**config.mk**
```make
export PLATFORM = sky130hd
export DESIGN_NAME = irq_vector_ctrl
export DESIGN_NICKNAME = d
export VERILOG_FILES = /design/src/rtl/irq_vector_pkg.sv /design/src/rtl/irq_fall_detect.sv /design/src/rtl/irq_prio_pick.sv /design/src/rtl/irq_vector_ctrl.sv
export SDC_FILE = /design/constraint.sdc
export NUM_CORES = 1
export LEC_CHECK = 0
export BUFFER_PORTS_ARGS = -buffer_cell sky130_fd_sc_hd__buf_2
export CORE_MARGIN = 2
export CORE_UTILIZATION = 50
export DETAILED_ROUTE_END_ITERATION = 8
export PLACE_DENSITY = 0.91
export SYNTH_ARGS = -nofsm -noshare
export SYNTH_HDL_FRONTEND = slang
export SYNTH_SLANG_ARGS = --single-unit
```
**constraint.sdc**
```tcl
create_clock -name clk -period 3.1 [get_ports clk]
set_input_delay 0.31 -clock clk [delete_from_list [all_inputs] [get_ports clk]]
set_output_delay 0.31 -clock clk [all_outputs]
set_load 0.005 [all_outputs]
```
**src/rtl/irq_vector_pkg.sv**
```systemverilog
package irq_vector_pkg;
    localparam int SRC_N    = 5;
    localparam int CMP_N    = 2;
    localparam int TMR_N    = 2;
    localparam int VEC_W    = 5;
    localparam int IDX_W    = $clog2(SRC_N);

    typedef struct packed {
        logic               gen;
        logic [SRC_N-1:0]   en;
        logic [SRC_N-1:0]   flg;
        logic               ack;
        logic [VEC_W-1:0]   vec;
        logic               busy;
    } ctl_state_t;
endpackage

```
**src/rtl/irq_fall_detect.sv**
```systemverilog
module irq_fall_detect #(
    parameter int N = 2
) (
    input  logic         clk,
    input  logic         rst_n,
    input  logic [N-1:0] lvl_i,
    output logic [N-1:0] fall_o
);
    logic [N-1:0] prev_d, prev_q;

    always_comb begin
        prev_d = lvl_i;
    end

    always_ff @(posedge clk or negedge rst_n) begin
        if (!rst_n) prev_q <= '0;
        else        prev_q <= prev_d;
    end

    for (genvar g = 0; g < N; g++) begin : g_fall
        assign fall_o[g] = prev_q[g] & ~lvl_i[g];
    end
endmodule

```
**src/rtl/irq_prio_pick.sv**
```systemverilog
module irq_prio_pick #(
    parameter int N     = 5,
    parameter int IDX_W = 3
) (
    input  logic [N-1:0]     req_i,
    output logic             any_o,
    output logic [N-1:0]     grant_o,
    output logic [IDX_W-1:0] idx_o
);
    always_comb begin
        any_o   = 1'b0;
        grant_o = '0;
        idx_o   = '0;
        for (int i = N - 1; i >= 0; i--) begin
            if (req_i[i]) begin
                any_o      = 1'b1;
                grant_o    = '0;
                grant_o[i] = 1'b1;
                idx_o      = IDX_W'(i);
            end
        end
    end
endmodule

```
**src/rtl/irq_vector_ctrl.sv**
```systemverilog
module irq_vector_ctrl
    import irq_vector_pkg::*;
#(
    parameter int VEC_STEP = 4
) (
    input  logic             clk,
    input  logic             rst_n,
    input  logic [CMP_N-1:0] cmp_lvl_i,
    input  logic [TMR_N-1:0] tmr_ovf_i,
    input  logic             adc_done_i,
    input  logic             stack_full_i,
    input  logic             reg_wr_i,
    input  logic             reg_sel_i,
    input  logic [7:0]       reg_wdata_i,
    output logic [7:0]       ctl0_o,
    output logic [7:0]       ctl1_o,
    output logic             ack_req_o,
    output logic [VEC_W-1:0] ack_vec_o,
    input  logic             ack_taken_i,
    output logic             wake_o
);
    localparam int VEC_LO = VEC_STEP;
    localparam int VEC_HI = VEC_STEP * SRC_N;

    ctl_state_t        s_d, s_q;
    logic [CMP_N-1:0]  cmp_fall;
    logic [SRC_N-1:0]  hw_set;
    logic [SRC_N-1:0]  elig;
    logic              pick_any;
    logic [SRC_N-1:0]  pick_grant;
    logic [IDX_W-1:0]  pick_idx;

    irq_fall_detect #(.N(CMP_N)) u_fall (
        .clk    (clk),
        .rst_n  (rst_n),
        .lvl_i  (cmp_lvl_i),
        .fall_o (cmp_fall)
    );

    // source order sets priority: lowest index, lowest vector
    assign hw_set = {adc_done_i, tmr_ovf_i, cmp_fall};
    assign elig   = s_q.flg & s_q.en &
                    {SRC_N{s_q.gen & ~stack_full_i & ~s_q.busy}};

    irq_prio_pick #(.N(SRC_N), .IDX_W(IDX_W)) u_pick (
        .req_i   (elig),
        .any_o   (pick_any),
        .grant_o (pick_grant),
        .idx_o   (pick_idx)
    );

    always_comb begin
        s_d     = s_q;
        s_d.ack = 1'b0;
        if (ack_taken_i) s_d.busy = 1'b0;
        if (reg_wr_i) begin
            if (!reg_sel_i) begin
                s_d.gen      = reg_wdata_i[0];
                s_d.en[2:0]  = reg_wdata_i[3:1];
                s_d.flg[2:0] = reg_wdata_i[6:4];
            end else begin
                s_d.en[4:3]  = reg_wdata_i[1:0];
                s_d.flg[4:3] = reg_wdata_i[5:4];
            end
        end
        if (pick_any) begin
            s_d.ack  = 1'b1;
            s_d.vec  = VEC_W'((32'(pick_idx) + 1) * VEC_STEP);
            s_d.flg  = s_d.flg & ~pick_grant;
            s_d.gen  = 1'b0;
            s_d.busy = 1'b1;
        end
        s_d.flg = s_d.flg | hw_set;
    end

    always_ff @(posedge clk or negedge rst_n) begin
        if (!rst_n) s_q <= '0;
        else        s_q <= s_d;
    end

    assign ctl0_o    = {1'b0, s_q.flg[2:0], s_q.en[2:0], s_q.gen};
    assign ctl1_o    = {2'b00, s_q.flg[4:3], 2'b00, s_q.en[4:3]};
    assign ack_req_o = s_q.ack;
    assign ack_vec_o = s_q.vec;
    assign wake_o    = |(s_q.flg & s_q.en);


    ack_pulse_chk: assert property (@(posedge clk) disable iff (!rst_n)
        ack_req_o |=> !ack_req_o);


    ack_gen_clear_chk: assert property (@(posedge clk) disable iff (!rst_n)
        ack_req_o |-> !ctl0_o[0]);


    ack_room_chk: assert property (@(posedge clk) disable iff (!rst_n)
        ack_req_o |-> !$past(stack_full_i));


    ack_vec_chk: assert property (@(posedge clk) disable iff (!rst_n)
        ack_req_o |-> (ack_vec_o % VEC_STEP == 0 &&
                       int'(ack_vec_o) >= VEC_LO && int'(ack_vec_o) <= VEC_HI));


    ack_wait_chk: assert property (@(posedge clk) disable iff (!rst_n)
        (ack_req_o && !ack_taken_i) |=> !ack_req_o);


    always @(posedge clk) begin
        if (!rst_n) reset_quiet_chk: assert (!ack_req_o);
    end
endmodule

```
==> flow_summary_export.csv <==
group,metric,value,unit
global_route,grt_overflow,0,
sta,tightestPinTransition,0.7349,ns
min_path,holdCritPathClass,"primary input to register",
clock_network,clk_pin_slew,0.10,ns
critical_path,startpoint,"s_q[0]$_DFFE_PN0P_",
drt,drc,0,
sta,slew_headroom,50.90,%
cells_and_area,instances_no_fill,143,
sta,clock_skew,0.007401,ns
floorplan,rows,16,
logic_synthesis,synth_edf_count,0,
sta,rsz0062_at_grt,"false",
outcome,status,"completed",
clock_network,htreeDepth,1,
logic_synthesis,synth.distinct_cells,29,
min_path,hold_path.startpoint,"cmp_lvl_i[1]",
sta,period_share,55.86,%
sta,setup_viol,0,
logic_synthesis,synth-simple-area-share,11.61,%
drt,firstDrtPassIters,4,
floorplan,dieArea,2379,um^2
sta,layout_min_cycle_time,1.732,ns
global_route,grt_pass1_vias,683,
critical_path,critPathBufInv,0,
critical_path,crit_family,"simple AND/OR/NAND/NOR gates",
placement,hpwl,1405,um
critical_path,criticalPathCategory,"register to register",
logic_synthesis,synth_xor_area_share,0,%
flow_run,max_cap_violations,0,
cells_and_area,area_growth,9.114,%
logic_synthesis,synth_top_family_by_area,"buffers and inverters",
logic_synthesis,synth_cells,95,
clock_network,numCtsBuffers,3,
clock_network,clk_path_buf_depth,2,
cells_and_area,final_core_util,56.90,%
critical_path,cpPeakStageDelay,0.42,ns
placement,place_congestion,0.7977,
cells_and_area,fill_cells,182,
critical_path,cpMaxStageDelayCell,"dfrtp_1",
logic_synthesis,synth_seq_cells,18,
drt,post_drt_wl_per_cell,12.47,um
clock_network,clock-sinks,18,
drt,drtIter0Drc,4,
placement,io_buffers,33,
floorplan,die_x,48.77,um
cells_and_area,regArea,450.4,um^2
power,p_total,583.3,uW
placement,dp.cells,139,
power,leakage,0.5613,nW
global_route,grt_usage,17.65,%
critical_path,path_cells,"nor3b_2, nand2_1, a21oi_1, ha_1, mux2_4",
floorplan,core,1922,um^2
logic_synthesis,synth_top_flop_cell,"dfrtp_1",
power,cellPowerDensity,533.4,nW/um^2
logic_synthesis,syn_area,1002,um^2
logic_synthesis,synth_mux_area_share,12.11,%
logic_synthesis,synthAdderAreaFrac,1.248,%
critical_path,crit_fanout,5,
cells_and_area,multi_input_area,389.1,um^2
drt,drt-total-wl,1783,um
drt,dr_total_vias,702,
logic_synthesis,synthArstFlopShare,100.0,%
cells_and_area,n_antenna_cell,0,
logic_synthesis,synth-seq-area-share,44.94,%
logic_synthesis,avgSynthCellArea,10.55,um^2
global_route,grt_max_degree,19,
sta,hold_viol_final,0,
sta,slew_viol_final,0,
power,vdd_drop_max,0.0002575,V
global_route,grt_pass1_wl,3077,um
logic_synthesis,yosys_warnings,0,
clock_network,clkLatencyLatePin,0.30,ns
cells_and_area,nets,138,
critical_path,r2r_start,"s_q[0]$_DFFE_PN0P_",
drt,via_per_inst,4.909,
critical_path,cp.required,3.29,ns
critical_path,endpoint_kind,"register",
logic_synthesis,synth_compound_area_share,11.24,%
critical_path,startpoint_type,"register",
clock_network,post_cts_buffers,0,
cells_and_area,layout-drive-gt1-share,42.24,%
drt,drtAntennaViolNets,0,
clock_network,cts_tree,"done",
floorplan,start_util,52.15,%
floorplan,io_pins,42,
sta,tns,0,ns
clock_network,cts_root_buf,"clkbuf_4",
critical_path,cp.arrival,1.93,ns
floorplan,die_h,48.77,um
critical_path,r2r_slack,1.37,ns
global_route,antenna_found_initial,0,
sta,fmax,0.5775,GHz
final timing paths:
| kind | to | depth (start not counted) |
|---|---|---|
| worst max-delay path | ack_vec_o[3]$_DFFE_PN0P_ | 5 |
| worst min-delay path | u_fall.prev_q[1]$_DFF_PN0_ | 1 |
| worst max register to register | ack_vec_o[3]$_DFFE_PN0P_ | 5 |
| worst min register to register | ctl0_o[5]$_DFF_PN0_ | 2 |
| max in group asynchronous | ack_req_o$_DFF_PN0_ | 2 |
| min in group asynchronous | ctl1_o[5]$_DFF_PN0_ | 2 |
area by class of cell:
class | instances | area share (%)
clock buffer | 3 | 2.059
inverter | 6 | 2.059
multi-input combinational | 55 | 35.58
sequential | 18 | 41.19
tap | 27 | 3.089
timing repair buffer | 34 | 16.02
through the flow:
| step | hold slack [ns] | area, um^2 | worst slack (ns) |
|---|---|---|---|
| 6_report | 0.1308 | 1094 | 1.368 |
| 4_1_cts | 0.1279 | 1094 | 1.378 |
| 3_3_place_gp | 0.2454 | 1061 | 1.418 |
| 2_1_floorplan | 0.01441 | 1025 | 1.548 |
| 3_5_place_dp | 0.2565 | 1061 | 1.402 |
| 5_1_grt | 0.1099 | 1094 | 1.283 |
what timing repair did:
action                                 4_1_cts  5_1_grt
endpoints found under the hold margin       18        0
hold buffers                                 1        0
resized for setup                            0        0
Yosys cell counts, types with 2 or more instances:
cell type,count,area [um^2]
buf_4,21,157.7
dfrtp_1,18,450.4
nand2_1,7,26.28
inv_1,5,18.77
mux2_2,5,56.30
mux2i_1,5,50.05
nor2_1,5,18.77
nand3_1,3,15.01
o21ai_0,3,15.01
o21bai_1,3,22.52
a21oi_1,2,10.01
cells by family after synthesis:
family	Yosys count
compound gates	14
fa+ha+maj	1
buf+inv	28
flops	18
mux	11
other cells	1
simple gates	22
sequential cells by signal (all words and copies together) (netlist names):
signal / cells
ack_req_o: 1
ack_vec_o: 3
ctl0_o: 7
ctl1_o: 4
s_q: 1
u_fall.prev_q: 2
power by group:
group / internal [mW] / switching, mW
registers: 0.274 / 0.0322
clock network: 0.0454 / 0.0701
logic: 0.0825 / 0.0787
total: 0.402 / 0.181
placed cells by master (no fill, tap or decap), types with 2 or more instances in the layout:
master / netlist / final
nand3_1: 3 / 3
inv_1: 5 / 5
dfrtp_1: 18 / 18
o21ai_0: 3 / 3
buf_2: 1 / 33
conb_1: 1 / 7
mux2_2: 5 / 5
nand2_1: 7 / 7
a21oi_1: 2 / 2
o21bai_1: 3 / 3
clkbuf_4: 0 / 3
mux2i_1: 5 / 5
nor2_1: 5 / 5
routing by layer:
layer  GRT usage [%]  up-vias  share of wire, %
li1                -      340                 -
met1           20.52      332                42
met2           29.91       25                49
met3           3.988        5               5.5
met4           10.00        0               2.9
met5               0        -                 0
No activity file was read; power rests on OpenSTA's default activity.
